$ cat src/rtl/tdma_rr_arbiter.sv
module tdma_rr_arbiter #(
  parameter int N     = 4,
  parameter int DEPTH = 16,
  localparam int IDW  = (N > 1) ? $clog2(N) : 1,
  localparam int SW   = (DEPTH > 1) ? $clog2(DEPTH) : 1
) (
  input  logic           clk,
  input  logic           rst_n,
  input  logic [N-1:0]   req,
  input  logic           cfg_we,
  input  logic [SW-1:0]  cfg_addr,
  input  logic [IDW-1:0] cfg_id,
  input  logic           cfg_valid,
  output logic [N-1:0]   grant,
  output logic [SW-1:0]  slot
);

  logic [IDW-1:0] tbl_id [DEPTH];
  logic           tbl_v  [DEPTH];
  logic [IDW-1:0] rr_ptr;

  logic [IDW-1:0] owner;
  logic           own_hit;
  logic           rr_hit;
  logic [IDW-1:0] rr_idx;
  logic [N-1:0]   nxt_grant;

  function automatic logic [IDW:0] rr_pick(input logic [N-1:0] r, input logic [IDW-1:0] p);
    logic [IDW:0] res;
    res = '0;
    for (int k = N - 1; k >= 0; k--) begin
      if (r[(int'(p) + k) % N]) res = {1'b1, IDW'((int'(p) + k) % N)};
    end
    return res;
  endfunction

  assign owner   = tbl_id[slot];
  assign own_hit = tbl_v[slot] && (int'(owner) < N) && req[owner];
  assign {rr_hit, rr_idx} = rr_pick(req, rr_ptr);

  always_comb begin
    nxt_grant = '0;
    if (own_hit)     nxt_grant[owner]  = 1'b1;
    else if (rr_hit) nxt_grant[rr_idx] = 1'b1;
  end

  always_ff @(posedge clk or negedge rst_n) begin
    if (!rst_n) begin
      slot   <= '0;
      grant  <= '0;
      rr_ptr <= '0;
    end else begin
      slot  <= (slot == SW'(DEPTH - 1)) ? '0 : slot + 1'b1;
      grant <= nxt_grant;
      if (!own_hit && rr_hit)
        rr_ptr <= (int'(rr_idx) == N - 1) ? '0 : rr_idx + 1'b1;
    end
  end

  always_ff @(posedge clk or negedge rst_n) begin
    if (!rst_n) begin
      for (int i = 0; i < DEPTH; i++) begin
        tbl_v[i]  <= 1'b0;
        tbl_id[i] <= '0;
      end
    end else if (cfg_we) begin
      tbl_v[cfg_addr]  <= cfg_valid;
      tbl_id[cfg_addr] <= cfg_id;
    end
  end

  AST_GRANT_ONEHOT: assert property (@(posedge clk) disable iff (!rst_n)
    $onehot0(grant));
  AST_IDLE_NO_GRANT: assert property (@(posedge clk) disable iff (!rst_n)
    (req == '0) |=> (grant == '0));
  AST_BUSY_GRANTS: assert property (@(posedge clk) disable iff (!rst_n)
    (req != '0) |=> (grant != '0));
  AST_GRANT_REQUESTED: assert property (@(posedge clk) disable iff (!rst_n)
    1'b1 |=> ((grant & ~$past(req)) == '0));
  AST_SLOT_STEP: assert property (@(posedge clk) disable iff (!rst_n)
    1'b1 |=> (slot == (($past(slot) == SW'(DEPTH - 1)) ? '0 : $past(slot) + 1'b1)));
  AST_OWNER_WINS: assert property (@(posedge clk) disable iff (!rst_n)
    own_hit |=> grant[$past(owner)]);
  AST_PTR_HOLD: assert property (@(posedge clk) disable iff (!rst_n)
    (own_hit || req == '0) |=> $stable(rr_ptr));

endmodule

$ cat config.mk
export PLATFORM = sky130hd
export DESIGN_NAME = tdma_rr_arbiter
export DESIGN_NICKNAME = d
export VERILOG_FILES = /design/src/rtl/tdma_rr_arbiter.sv
export SDC_FILE = /design/constraint.sdc
export NUM_CORES = 1
export LEC_CHECK = 0
export BUFFER_PORTS_ARGS = -buffer_cell sky130_fd_sc_hd__buf_2
export CAP_MARGIN = 30
export CORE_MARGIN = 5
export CORE_UTILIZATION = 55
export CTS_BUF_LIST = sky130_fd_sc_hd__clkbuf_4 sky130_fd_sc_hd__clkbuf_8
export DETAILED_ROUTE_END_ITERATION = 12
export PLACE_DENSITY = 0.7
export SYNTH_ARGS = -nofsm -noshare
export SYNTH_HDL_FRONTEND = slang
export SYNTH_SLANG_ARGS = --single-unit
$ cat constraint.sdc
create_clock -name clk -period 3.55 [get_ports clk]
set_input_delay 0.1775 -clock clk [delete_from_list [all_inputs] [get_ports clk]]
set_output_delay 0.1775 -clock clk [all_outputs]
set_load 0.05 [all_outputs]
==> results.md <==
* Status: complete, no violations
* Worst vdd ir at 0.000284 V
* Num CTS Buffers at 9
* Hold Crit Class: primary input to asynchronous set/reset pin
* Die ar. at 7100 um2
* Rows at 27
* IO Port Bufs at 21
* Final Instance Area at 3380 um2
* Mapped Cells at 239
* Worst Skew at 0.00414 ns
* Setup crit start kind: flip-flop
* Synth-to-layout area growth at 11.6%
* Final Critical Period at 2.75 ns
* H-Tree Depth at 3
* DRC at 0
* Final hold violations at 0
* Remaining Overflow, GRT at 0
* Critical Path RT at 3.75 ns
* CTS sink count at 58
* Die Width at 84.2 um
* TritonCTS clock tree: yes
* Slew Viols, Final at 0
* Synth Warn # at 0
* First-pass GRT wire length at 10.2 mm
* DR vias/cell at 5.70
* Core Area at 5440 um2
* Routability cong. at 0.791
* RSZ-0062 raised after global routing: no
* Vias at 1928
* Synthesized area per cell at 12.7 um2
* Routed len/inst at 17.8 um
* Drt first pass iters at 4
* Final period utilization at 77.5%
* Layout cells sized above 1 at 40.6%
* Synth Area in Adders at 2.06%
* Simple-gate portion of the synthesized area at 11.5%
* Synth Area in XOR/XNOR at 0.289%
* Iteration-0 DRC count of the detailed router at 92
* Final Util at 62.2%
* I/O Pins at 22
* Ys async rst share at 100%
* CP arrival at 2.95 ns
* Antenna diode count at 0
* Nets at 281
* Most frequent cells in the layout: dfrtp_1 (58), mux2_2 (49), buf_2 (21), nand2_1 (15), nor2_1 (15)
* Fmax at 0.364 GHz
* Post-Syn Nets at 258
* Largest net degree at the start of global routing at 40
* Setup TNS at 0 ns
* DIE HEIGHT at 84.2 um
* Initial Util at 55.7%
* Worst slack, placed at 0.802 ns
* Clock Latency Late Sink at 0.32 ns
* Tot Pwr at 2.00 mW
* CTS root buffer: clkbuf_8
* Filler Cells Inserted at 440
* CTS Buffer Depth at 2
* Relative slew slack at 50.9%
* Clock slew at reported path FFs at 0.06 ns
* Pwr/cell area at 592 nW/um2
* Estimated wirelength of the detail-placed design at 4.36 mm
* Post-synthesis sequential area ratio at 47.9%
* Mapped cell area at 3030 um2
* Worst Setup End Kind: flip-flop
* WS Path Type: flip-flop to flip-flop
* Final worst slack at 0.800 ns
* Post-synth cell types at 40
* Most common cell after layout, fill and taps aside: dfrtp_1
* Leak at 1.46 nW
* Synth Area in Compound Gates at 6.52%
* Initial antenna violation count at 0
* Placed cell area at 3170 um2
* Final antenna-violating net count at 0
* Hold slack at 0.338 ns
* Max cap viols at 0
* Worst Max-Slew Pin Slew at 0.736 ns
* Vias in the first global route at 1918
* Multiplexer share of the synthesized area at 29.0%
* Non-filler cells in the finished layout at 338
* Crit-path max FO at 19
* Post-synth EDFFs at 0
* Largest family of logic cells by synthesized area: multiplexers
* GRT Total Usage at 18.6%
* Setup violators final at 0
* Post-Route WL at 6.02 mm
* Post-synthesis register bit count at 58
* Top FF cell, synth: dfrtp_1
* Number of placed cells counting well taps at 322
layer usage:
layer  global-route usage [%]  wire [um]  vias up
li1                         -          -      914
met1                     26.9       2920      964
met2                     27.2       2780       44
met3                     4.91        247        6
met4                     6.29         72        0
met5                        0          0        -
power by group:
| part | leakage (nW) | switching (mW) | internal, mW |
|---|---|---|---|
| Combinational | 0.638 | 0.241 | 0.240 |
| Clock | 0.109 | 0.237 | 0.385 |
| Sequential | 0.715 | 0.0860 | 0.816 |
| Total | 1.46 | 0.564 | 1.44 |
area by class of cell:
cell class	count	area [um2]	area share, %
inverter	4	15.0	0.444
multi-input combinational	166	1500	44.2
clock inverter	2	35.0	1.04
tap	72	90.1	2.66
sequential	58	1450	42.9
timing repair buffer	23	123	3.62
clock buffer	13	173	5.10
critical path: stages (launching register included):
cell and delay, ns:
dfrtp_1 0.82, mux4_2 0.60, o22ai_1 0.21, a21oi_1 0.15, nand2b_4 0.23, o22ai_4 0.24, nor2b_2 0.09, mux2_4 0.30
synth_stat cells, types with 3 or more instances:
library cell | count | area (um2)
mux2i_1 | 12 | 120
a21oi_1 | 9 | 45.0
clkbuf_1 | 5 | 18.8
ha_1 | 5 | 62.6
nor2_1 | 15 | 56.3
mux2_2 | 49 | 552
a22oi_2 | 3 | 37.5
nand2_1 | 15 | 56.3
nor2b_1 | 5 | 31.3
nand2b_1 | 9 | 56.3
inv_1 | 4 | 15.0
buf_4 | 3 | 22.5
mux4_2 | 8 | 180
o21ai_0 | 5 | 25.0
dfrtp_1 | 58 | 1450
cell families (layout without fill, tap and decap cells):
| group | count (synthesis) | after routing |
|---|---|---|
| DFF | 58 | 58 |
| buffers and inverters | 15 | 42 |
| muxes | 71 | 71 |
| adders and majority gates | 5 | 5 |
| xor gates and xnor gates | 1 | 1 |
| AOI/OAI and AO/OA | 26 | 26 |
| and+or+nand+nor | 63 | 63 |
repair_timing:
item	4_1_cts	5_1_grt
hold endpoints to repair	19	0
hold buffers	1	0
gates resized for setup	0	0
buffers inserted	0	0
path summary, 6_finish.rpt:
kind,startpoint,end,slack [ns],depth (start not counted)
min,rst_n,tbl_id[25],0.34,2
min in group clk,cfg_id[0],tbl_id[10],0.35,2
max,slot[0],rr_ptr[1],0.80,7
max in group asynchronous,rst_n,tbl_id[2],2.34,3
min reg2reg,tbl_id[27],tbl_id[27],0.50,1
max reg2reg,slot[0],rr_ptr[1],0.80,7
state kept, by name, indices dropped and copies added (netlist names):
name,count
rr_ptr,2
slot,4
grant,4
tbl_id,32
tbl_v,16
No activity file was read; power rests on OpenSTA's default activity.
